### config.mk
export PLATFORM = sky130hd
export DESIGN_NAME = sci_flag_ctrl
export DESIGN_NICKNAME = d
export VERILOG_FILES = /design/src/rtl/sci_flag_pkg.sv /design/src/rtl/sci_flag_fsm.sv /design/src/rtl/sci_idle_detect.sv /design/src/rtl/sci_irq_merge.sv /design/src/rtl/sci_flag_ctrl.sv
export SDC_FILE = /design/constraint.sdc
export NUM_CORES = 1
export LEC_CHECK = 0
export ABC_AREA = 1
export BUFFER_PORTS_ARGS = -buffer_cell sky130_fd_sc_hd__buf_4
export CORE_MARGIN = 4
export CORE_UTILIZATION = 35
export CTS_BUF_LIST = sky130_fd_sc_hd__clkbuf_4
export CTS_CLUSTER_DIAMETER = 30
export DETAILED_ROUTE_END_ITERATION = 8
export GPL_TIMING_DRIVEN = 0
export PLACE_DENSITY_LB_ADDON = 0.2
export SETUP_SLACK_MARGIN = 0.5
export SYNTH_ARGS = -nofsm -noshare
export SYNTH_HDL_FRONTEND = slang
export SYNTH_SLANG_ARGS = --single-unit
### constraint.sdc
create_clock -name clk -period 1.3 [get_ports clk]
set_clock_uncertainty 0.05 [all_clocks]
set_input_delay 0.065 -clock clk [delete_from_list [all_inputs] [get_ports clk]]
set_output_delay 0.065 -clock clk [all_outputs]
set_load 0.005 [all_outputs]
### src/rtl/sci_flag_pkg.sv
package sci_flag_pkg;
    typedef enum logic [1:0] {
        FLAG_LOW   = 2'd0,
        FLAG_HIGH  = 2'd1,
        FLAG_ARMED = 2'd2
    } flag_state_e;

    localparam int NUM_FLAGS = 4;
    localparam int F_TXE  = 0;
    localparam int F_TC   = 1;
    localparam int F_RXF  = 2;
    localparam int F_IDLE = 3;
endpackage

### src/rtl/sci_flag_fsm.sv
module sci_flag_fsm
    import sci_flag_pkg::*;
#(
    parameter bit RESET_SET = 1'b0
) (
    input  logic clk,
    input  logic rst_n,
    input  logic set_i,
    input  logic stat_rd_i,
    input  logic clr_acc_i,
    input  logic any_acc_i,
    output logic flag_o
);
    localparam flag_state_e RST_STATE = RESET_SET ? FLAG_HIGH : FLAG_LOW;

    flag_state_e state_q, state_d;

    // state register
    always_ff @(posedge clk) begin
        if (!rst_n) state_q <= RST_STATE;
        else        state_q <= state_d;
    end

    // next-state logic
    always_comb begin
        state_d = state_q;
        unique case (state_q)
            FLAG_LOW: begin
                if (set_i) state_d = FLAG_HIGH;
            end
            FLAG_HIGH: begin
                if (stat_rd_i && !any_acc_i) state_d = FLAG_ARMED;
            end
            FLAG_ARMED: begin
                if (any_acc_i)
                    state_d = (clr_acc_i && !set_i) ? FLAG_LOW : FLAG_HIGH;
            end
            default: state_d = RST_STATE;
        endcase
    end

    // outputs
    always_comb begin
        flag_o = (state_q != FLAG_LOW);
    end
endmodule

### src/rtl/sci_idle_detect.sv
module sci_idle_detect #(
    parameter int SHORT_RUN = 10,
    parameter int LONG_RUN  = 11
) (
    input  logic clk,
    input  logic rst_n,
    input  logic smp_vld_i,
    input  logic smp_bit_i,
    input  logic long_frame_i,
    output logic idle_set_o
);
    localparam int CW = $clog2(LONG_RUN + 1);
    localparam logic [CW-1:0] SHORT_M1 = CW'(SHORT_RUN - 1);
    localparam logic [CW-1:0] LONG_M1  = CW'(LONG_RUN - 1);
    localparam logic [CW-1:0] SAT      = CW'(LONG_RUN);

    logic [CW-1:0] ones_q;
    logic [CW-1:0] thr_m1;

    always_comb begin
        thr_m1     = long_frame_i ? LONG_M1 : SHORT_M1;
        idle_set_o = smp_vld_i && smp_bit_i && (ones_q == thr_m1);
    end

    always_ff @(posedge clk) begin
        if (!rst_n) begin
            ones_q <= '0;
        end else if (smp_vld_i) begin
            if (!smp_bit_i)      ones_q <= '0;
            else if (ones_q != SAT) ones_q <= ones_q + 1'b1;
        end
    end
endmodule

### src/rtl/sci_irq_merge.sv
module sci_irq_merge #(
    parameter int N = 4
) (
    input  logic         clk,
    input  logic         rst_n,
    input  logic [N-1:0] flags_i,
    input  logic [N-1:0] en_i,
    output logic         irq_o
);
    logic irq_q;

    always_ff @(posedge clk) begin
        if (!rst_n) irq_q <= 1'b0;
        else        irq_q <= |(flags_i & en_i);
    end

    assign irq_o = irq_q;
endmodule

### src/rtl/sci_flag_ctrl.sv
module sci_flag_ctrl
    import sci_flag_pkg::*;
#(
    parameter int SHORT_RUN = 10,
    parameter int LONG_RUN  = 11
) (
    input  logic                 clk,
    input  logic                 rst_n,
    input  logic                 tx_load_i,
    input  logic                 tx_busy_i,
    input  logic                 rx_load_i,
    input  logic                 rx_smp_vld_i,
    input  logic                 rx_smp_bit_i,
    input  logic                 long_frame_i,
    input  logic                 stat_rd_i,
    input  logic                 data_rd_i,
    input  logic                 data_wr_i,
    input  logic [NUM_FLAGS-1:0] irq_en_i,
    output logic                 txe_o,
    output logic                 tc_o,
    output logic                 rxf_o,
    output logic                 idle_o,
    output logic                 irq_o
);
    logic [NUM_FLAGS-1:0] flag_set;
    logic [NUM_FLAGS-1:0] flag_clr;
    logic [NUM_FLAGS-1:0] flag_q;
    logic                 idle_set;
    logic                 any_acc;

    sci_idle_detect #(
        .SHORT_RUN(SHORT_RUN),
        .LONG_RUN (LONG_RUN)
    ) idle_det_i (
        .clk         (clk),
        .rst_n       (rst_n),
        .smp_vld_i   (rx_smp_vld_i),
        .smp_bit_i   (rx_smp_bit_i),
        .long_frame_i(long_frame_i),
        .idle_set_o  (idle_set)
    );

    always_comb begin
        any_acc          = data_rd_i | data_wr_i;
        flag_set[F_TXE]  = tx_load_i;
        flag_set[F_TC]   = flag_q[F_TXE] & ~tx_busy_i & ~data_wr_i;
        flag_set[F_RXF]  = rx_load_i;
        flag_set[F_IDLE] = idle_set;
        flag_clr[F_TXE]  = data_wr_i;
        flag_clr[F_TC]   = data_wr_i;
        flag_clr[F_RXF]  = data_rd_i;
        flag_clr[F_IDLE] = data_rd_i;
    end

    for (genvar i = 0; i < NUM_FLAGS; i++) begin : g_flag
        localparam bit RS = (i == F_TXE) || (i == F_TC);
        sci_flag_fsm #(.RESET_SET(RS)) fsm_i (
            .clk      (clk),
            .rst_n    (rst_n),
            .set_i    (flag_set[i]),
            .stat_rd_i(stat_rd_i),
            .clr_acc_i(flag_clr[i]),
            .any_acc_i(any_acc),
            .flag_o   (flag_q[i])
        );
    end

    sci_irq_merge #(.N(NUM_FLAGS)) irq_i (
        .clk    (clk),
        .rst_n  (rst_n),
        .flags_i(flag_q),
        .en_i   (irq_en_i),
        .irq_o  (irq_o)
    );

    assign txe_o  = flag_q[F_TXE];
    assign tc_o   = flag_q[F_TC];
    assign rxf_o  = flag_q[F_RXF];
    assign idle_o = flag_q[F_IDLE];
endmodule

==> results.md <==
- WL/cell: between 10 and 15 um
- CTS root buffer: sky130_fd_sc_hd__clkbuf_4
- Critical Path Sink Type: register
- Share of synthesized area occupied by flip-flops and latches: 0.348
- Average cell area after synthesis: between 6 and 7 sq um
- Pin count of the biggest net entering global routing: 9
- Summed instance area of the synthesized netlist: about 750 sq um
- Most used cells in the layout excluding fill and tap cells: sky130_fd_sc_hd__nand2_1, sky130_fd_sc_hd__buf_4, sky130_fd_sc_hd__buf_6
- Number of ports placed on the die boundary: 20
- Number of cells in the finished layout apart from fillers: ~180
- Post-synthesis instance total: between 100 and 150
- Slowest cell on crit path: sky130_fd_sc_hd__dfxtp_4
- Clk buf depth: 2
- Max Fclk: just over 900 MHz
- Number of synthesized register bits: 13
- Run status: finished with violations
- Die extent in x: between 50 and 60 um
- Post-synth top area share: 0.348
- Full die area: just under 0.003 sq mm
- Total number of nets in the final design: around 170
- Global-route wire length before repair: between 3 and 4 mm
- CTS buffer count: 3
- Worst Hold Margin: -0.00114 ns
- Non-Filler Cell Area, Final: between 0.001 and 0.0015 sq mm
- Distinct cells, synth: 20
- Starting density of the core: 0.374
- Remaining Overflow, GRT: 0
- Area of the core: about 0.0020 sq mm
- Height of the chip: 54.2 um
- Final critical path time including I/O delays and setup: between 1 and 1.5 ns
- Path category of the worst min-delay check: in2reg
- Placed wire-length estimate: 1.37 mm
- Cell area power density: around 750 mW/mm^2
- Final setup violation count: 0
- FILL cells: approximately 170
- Largest area contributor in the synthesized netlist: sky130_fd_sc_hd__dfxtp_1
- Clock-pin transition on the worst setup and hold timing paths: 0.09 ns
- Synth area leaders: sky130_fd_sc_hd__dfxtp_1, sky130_fd_sc_hd__nand2_1, sky130_fd_sc_hd__inv_1
- Setup repair after global routing missed its margin: true
- Crit share post-route: 0.828
- WS Path Type: reg2reg
- Power Total: ~940 uW
- Worst relative slew slack: 0.810
- Share of layout cells above drive strength 1: 0.580
- Number of antenna diodes: 0
- Leakage: 0.561 nW
- Synthesized netlist net count: 130
- Post-route ant nets: 0
- Clock Latency Late Sink: approximately 0.28 ns
- First-pass detailed-route iteration total: 4
- Cell area after placement: ~980 sq um
- Share of the core filled with cells in the final layout: 0.626
- Sum of routed wire length over all layers: between 2 and 2.5 mm
- Max-cap viol count: 0
- Worst Path Arrival: 1.24 ns
- Post-route setup TNS: 0 ns
- Placer congestion estimate: roughly 0.84
- Clock tree from TritonCTS: done
- Std cell rows: 16
- Via count of the first global-routing pass: 889
- Cells along the critical path: ha_4, nand4_4, nand2_2, nand2_1, a21oi_2
- Drt drc: 0
- Area growth syn-to-layout: 67.6%
- Required time of the worst setup path: approximately 1.5 ns
- Combined global-route utilization of all metal layers: 0.167
- Startpoint type of the worst setup path: register
- VDD IR-drop max: a little over 0.5 mV
- Worst path setup slack after routing: around 0.22 ns
- 1st-iter DRT viols: 18
- Final hold violation count: 1
- Violated checks: negative hold slack
- Number of vias after detailed routing: about 860
- Clock Sink Count: 13
- H-tree levels: 1
- Stage delay of the slowest cell on the critical path: between 0.3 and 0.4 ns
- Actual slew at the worst max-slew pin: 0.284 ns
- Count of input and output buffers: 19
- Slew Viols, Final: 0
- Via density per instance: 4.88
- Placement-stage worst setup slack: roughly 0.23 ns
- Leading cell type in the layout, fill and taps excluded: sky130_fd_sc_hd__nand2_1
- Maximum fanout along the worst path: 6
- Placed Cells: 160
- Antenna violations before repair: 0
- Number of synthesis warnings: 0
==> state kept, by name (all words and copies together) (netlist names) <==
signal                count
idle_det_i.ones_q         4
irq_i.irq_o               1
g_flag.fsm_i.state_q      8
==> cell usage after synthesis, drive strengths merged <==
| cell | count |
|---|---|
| xor2 | 1 |
| inv | 21 |
| ha | 1 |
| nand3 | 12 |
| a22oi | 1 |
| o211ai | 1 |
| dfxtp | 13 |
| a21oi | 11 |
| nor2 | 11 |
| nand4 | 4 |
| nand2 | 27 |
| o21ai | 9 |
| nor3 | 1 |
| and2 | 1 |
==> worst max-delay path: cells and delay by family, from the launching register on <==
kind,cells,cell delay [ns]
adders and majority gates,1,0.15
and+or+nand+nor,3,0.31
AOI/OAI and AO/OA,1,0.11
DFF,1,0.37
==> report_power, final <==
group | leakage (nW) | internal, mW | switching (mW)
clock network | 0.0177 | 0.114 | 0.151
registers | 0.110 | 0.415 | 0.0170
logic | 0.432 | 0.124 | 0.122
==> logic make-up (layout without fill, tap and decap cells) <==
kind of cell,count (synthesis),count (layout),synth area share
buf+inv,21,57,0.105
flops,13,13,0.348
simple gates,56,56,0.365
compound gates,22,22,0.154
xor+xnor,1,1,0.0117
fa+ha+maj,1,1,0.0167
==> worst paths after layout <==
path,to,slack (ns),from,cells past startpoint
setup / recovery,idle_det_i.ones_q[1],0.22,idle_det_i.ones_q[1],5
hold / removal,g_flag[0].fsm_i.state_q[0],-0.001,tx_load_i,3
setup reg to reg,idle_det_i.ones_q[1],0.22,idle_det_i.ones_q[1],5
hold reg to reg,idle_det_i.ones_q[2],0.44,idle_det_i.ones_q[2],2
==> per-layer routing <==
metal / global-route usage / wire length (um) / part of all wire
met5: 0 / 0 / 0
met4: 0.0705 / 35 / 0.016
met3: 0.0381 / 100 / 0.046
met2: 0.283 / 1100 / 0.50
met1: 0.200 / 952 / 0.44
==> layout make-up <==
| type | instances | area [sq um] | share of cell area |
|---|---|---|---|
| Clock buffer | 3 | 22.5 | 0.0180 |
| Clock inverter | 1 | 5.00 | 0.00399 |
| Inverter | 21 | 91.3 | 0.0729 |
| Multi-Input combinational cell | 80 | 536 | 0.427 |
| Sequential cell | 13 | 283 | 0.226 |
| Tap cell | 27 | 33.8 | 0.0269 |
| Timing Repair Buffer | 32 | 283 | 0.226 |
==> repair_timing <==
item / CTS / global route
hold endpoints to repair: 2 / 0
pin swaps: 13 / 15
setup buffers: 11 / 0
gates resized for setup: 24 / 25
setup endpoints to repair: 16 / 18
hold buffers: 2 / 0
No activity file was read; power rests on OpenSTA's default activity.
